**src/rtl/sd_recoder.sv**
```systemverilog
module sd_recoder #(
  parameter int W = 8
) (
  input  logic         clk,
  input  logic         rst_n,
  input  logic         start,
  input  logic         mode,
  input  logic [W-1:0] din,
  output logic         busy,
  output logic         done,
  output logic [W:0]   dmag,
  output logic [W:0]   dsgn
);
  localparam int CW = $clog2(W + 2);

  logic [W+1:0]  word_q;
  logic          mode_q;
  logic [CW-1:0] pos;
  logic          carry;
  logic [W+1:0]  win;

  logic [CW-1:0] ones, gaps;
  logic          live, rewrite;
  logic          nz, neg, carry_nx;

  assign win = word_q >> pos;

  always_comb begin
    ones = '0;
    gaps = '0;
    live = 1'b1;
    for (int j = 0; j <= W; j++) begin
      if (live) begin
        if (win[j])        ones = ones + 1'b1;
        else if (win[j+1]) gaps = gaps + 1'b1;
        else               live = 1'b0;
      end
    end
  end

  assign rewrite = mode_q ? (int'(gaps) + 2 < int'(ones)) : win[1];

  always_comb begin
    nz = 1'b0;
    neg = 1'b0;
    carry_nx = 1'b0;
    unique case ({carry, win[0]})
      2'b00: ;
      2'b01: begin nz = 1'b1; neg = rewrite; carry_nx = rewrite; end
      2'b11: carry_nx = 1'b1;
      2'b10: begin nz = 1'b1; neg = win[1]; carry_nx = win[1]; end
      default: ;
    endcase
  end

  always_ff @(posedge clk or negedge rst_n) begin
    if (!rst_n) begin
      word_q <= '0;
      mode_q <= 1'b0;
      pos    <= '0;
      carry  <= 1'b0;
      busy   <= 1'b0;
      done   <= 1'b0;
      dmag   <= '0;
      dsgn   <= '0;
    end else begin
      done <= 1'b0;
      if (start && !busy) begin
        word_q <= {2'b00, din};
        mode_q <= mode;
        pos    <= '0;
        carry  <= 1'b0;
        dmag   <= '0;
        dsgn   <= '0;
        busy   <= 1'b1;
      end else if (busy) begin
        dmag[pos] <= nz;
        dsgn[pos] <= neg;
        carry     <= carry_nx;
        pos       <= pos + 1'b1;
        if (pos == CW'(W)) begin
          busy <= 1'b0;
          done <= 1'b1;
        end
      end
    end
  end
endmodule

```
**config.mk**
```make
export PLATFORM = sky130hd
export DESIGN_NAME = sd_recoder
export DESIGN_NICKNAME = d
export VERILOG_FILES = /design/src/rtl/sd_recoder.sv
export SDC_FILE = /design/constraint.sdc
export NUM_CORES = 1
export LEC_CHECK = 0
export BUFFER_PORTS_ARGS = -buffer_cell sky130_fd_sc_hd__buf_2
export CAP_MARGIN = 10
export CORE_MARGIN = 4
export CORE_UTILIZATION = 35
export CTS_CLUSTER_SIZE = 12
export DETAILED_ROUTE_END_ITERATION = 16
export HOLD_SLACK_MARGIN = 0.05
export SYNTH_ARGS = -nofsm -noshare
export SYNTH_HDL_FRONTEND = slang
export SYNTH_SLANG_ARGS = --single-unit
```
**constraint.sdc**
```tcl
create_clock -name clk -period 9.1 [get_ports clk]
set_clock_uncertainty 0.15 [all_clocks]
set_input_delay 0.91 -clock clk [delete_from_list [all_inputs] [get_ports clk]]
set_output_delay 0.91 -clock clk [all_outputs]
set_load 0.01 [all_outputs]
```
==> flow_results.org <==
** Timing
- Hold violation count in the final report :: 0
- Max-slew violation total from the final report :: 0
- Setup Viol. Count Final :: 0
- Final critical-path share of the clock period :: 0.911
- Subtracting the final worst setup slack from the clock period gives 8290 ps.
- For the pin with the worst max-slew slack, the measured transition is 752 ps.
- Setup repair after global routing left no endpoint under its margin.
- Maximum clock frequency :: 0.121 GHz
- Relative slew margins :: 0.499
- Setup total negative slack on the finished layout was measured at 0 ps.

** Setup path
- Peak per-stage delay on the critical path :: 750 ps
- Setup slack on the worst reg-to-reg path comes out at 810 ps.
- Type of element capturing the critical path :: register
- Worst setup path category :: register to register
- Critical Path RT :: 9130 ps
- CP arrival :: 8320 ps
- Dominant cell type by count on the critical path :: ha_1
- CP Max Fanout :: 22
- The slowest stage of the critical path belongs to the cell dfrtp_1.
- Crit path launch type :: register

** Clock network
- CTS clk-pin slew, worst paths :: 60 ps
- TritonCTS Sinks :: 34
- Post-CTS timing repair inserted 0 buffers for setup.
- The clock passes through at most 2 buffers.
- The H-tree was split into 2 levels.
- Resized Gates After CTS :: 0
- Number of hold buffers added after cts :: 0
- The later pin in the worst-skew pair is clocked with a latency of 270 ps.
- Clock buffer count from CTS :: 5
- TritonCTS clock tree :: built
- CTS placed an instance of clkbuf_8 at the clock tree root.

** Synth
- Post-Syn Area :: 3250 µm²
- Most used DFF post-synth :: dfrtp_1
- Synthesized Nets :: 395
- Counting every instance in the synthesized netlist gives 359.
- Post-synth cell types :: 74
- The synthesized design contains 0 enable-type register cells.
- Synthesized flop and latch total :: 34
- Mean Syn Cell Area :: 9.06 µm²
- Counting flops with an async set or reset pin after synthesis yields a share of 1.00.
- YS warnings :: 0
- Cells taking the most area after synthesis :: dfrtp_1, ha_1, mux2_2
- Sequential element share of the synthesized area :: 0.262
- Area leader, netlist :: dfrtp_1
- The share of synthesized area in the top cell type comes to 0.262.

** Detailed routing
- The detailed router finished its first iteration with 223 violations.
- After detailed routing, the total wire length is 8.34 mm.
- Number of detailed-routing iterations run before antenna repair :: 5
- Count of nets left with antenna violations after detail routing :: 0
- The detailed router placed 2870 vias in this run.
- After detailed routing, the average wire length per cell comes to 17.0 µm.
- In the routed design, unresolved DRC markers number 0.
- Dividing the detail-routed via count by the number of cells gives 5.85.

** GRT
- Vias in the first global route :: 2675
- After global routing the overflow that remains totals 0.
- The number of antenna violations at the first check in global routing was 0.
- The first global-routing pass estimated 13.9 mm of wire.
- Entering global routing, the biggest net connects 35 pins.
- Gr usage total :: 0.153

** Placed design
- Summed over all nets, the half-perimeter wirelength after detailed placement is 6.43 mm.
- Final Wtd Congestion :: 0.898
- IO buf count :: 31

** Run
- Across the run, the number of max-cap violations was 0.

** Cells and area
- P&R area growth vs syn :: 9.42%
- In the final layout, the share of cells above drive strength 1 is 0.198.
- The repair_antennas step left the layout with diodes totalling 0.
- At the end of the flow, the number of nets in the layout was 419.

** Run status
- The run finished with clean final reports.

** Die
- Die area :: 10900 µm²
- Area of the core region :: 8890 µm²
- Die Ht :: 104 µm
- In this run the count of I/O pins placed on the die edge is 32.
- For this configuration, the core starts out at a cell density of 0.366.
- Chip Width :: 104 µm
- Row cnt :: 34

** Min path
- Path class of the lowest-slack min-delay path :: register to register
-- cells in the final DEF, fill, tap and decap left out, types with 10 or more instances in the layout --
cell type | synthesis | layout
a21oi_1 | 10 | 10
buf_2 | 6 | 31
dfrtp_1 | 34 | 34
ha_1 | 24 | 24
inv_1 | 14 | 14
mux2_2 | 15 | 15
nand2_1 | 31 | 31
nand3_1 | 27 | 27
nor2_1 | 23 | 23
o21ai_0 | 10 | 10
xnor2_1 | 12 | 12
xor2_1 | 10 | 10
-- cell families (layout without fill, tap and decap cells) --
kind of cell	count (synthesis)	after routing	synth area share
XOR/XNOR	25	25	0.0811
buffers and inverters	34	58	0.0473
flip-flops	34	34	0.262
multiplexers	24	24	0.0888
AND/OR/NAND/NOR	132	132	0.210
adder cells (fa/ha/maj)	24	24	0.0923
AO/OA/AOI/OAI	86	86	0.219
-- area by class of cell --
class / instances / area, µm²
Sequential cell: 34 / 851
Timing Repair Buffer: 36 / 193
Inverter: 15 / 56.3
Clock buffer: 7 / 76.3
Fill cell: 881 / 5330
Multi-Input combinational cell: 291 / 2250
Tap cell: 108 / 135
-- metrics by stage --
step	cell area, µm²	setup WS, ps	cells	hold WS, ps	util
after floorplan	3250	1700	359	325	-
after global placement	3480	1000	484	330	0.392
after detailed placement	3480	845	484	332	0.392
after CTS	3560	833	491	348	0.400
after global routing	3560	228	491	370	0.400
final	3560	810	491	344	0.400
-- worst max-delay path, delay by kind of cell, from the launching register on --
family                   cells  cell delay, ps
AND/OR/NAND/NOR              6             730
buffers and inverters        3             490
AO/OA/AOI/OAI               12            2620
multiplexers                 1             670
XOR/XNOR                     1             370
adder cells (fa/ha/maj)      7            2400
flip-flops                   1             750
-- flip-flops by register name, indices dropped and copies added (netlist names) --
register	count
word_q	8
done	1
dsgn	9
mode_q	1
busy	1
carry	1
pos	4
dmag	9
-- metal layers --
metal	part of all wire	vias up	GRT usage
li1	-	1395	-
met2	0.46	78	0.239
met1	0.49	1391	0.221
met4	0.013	0	0.0361
met5	0	-	0
met3	0.043	6	0.0223
-- synth_stat cells (all sizes together) (7+ instances only) --
master   n
clkbuf   9
inv     15
nor3     7
nand2   31
nor2    23
buf     10
nand4    8
o21ai   14
xor2    10
xnor2   12
a21oi   10
dfrtp   34
mux2    16
nand3   27
ha      24
-- path summary, 6_finish.rpt --
check	startpoint	endpoint	cells past startpoint
worst min-delay path	dmag[6]	dmag[6]	2
min in group asynchronous	rst_n	dsgn[6]	1
max in group asynchronous	rst_n	pos[2]	1
worst max-delay path	pos[0]	dsgn[2]	30
worst max register to register	pos[0]	dsgn[2]	30
worst min register to register	dmag[6]	dmag[6]	2
Power is left out: the tool's default activity adds up to more than one toggle a clock period on the data nets, which glitch-free logic cannot reach.
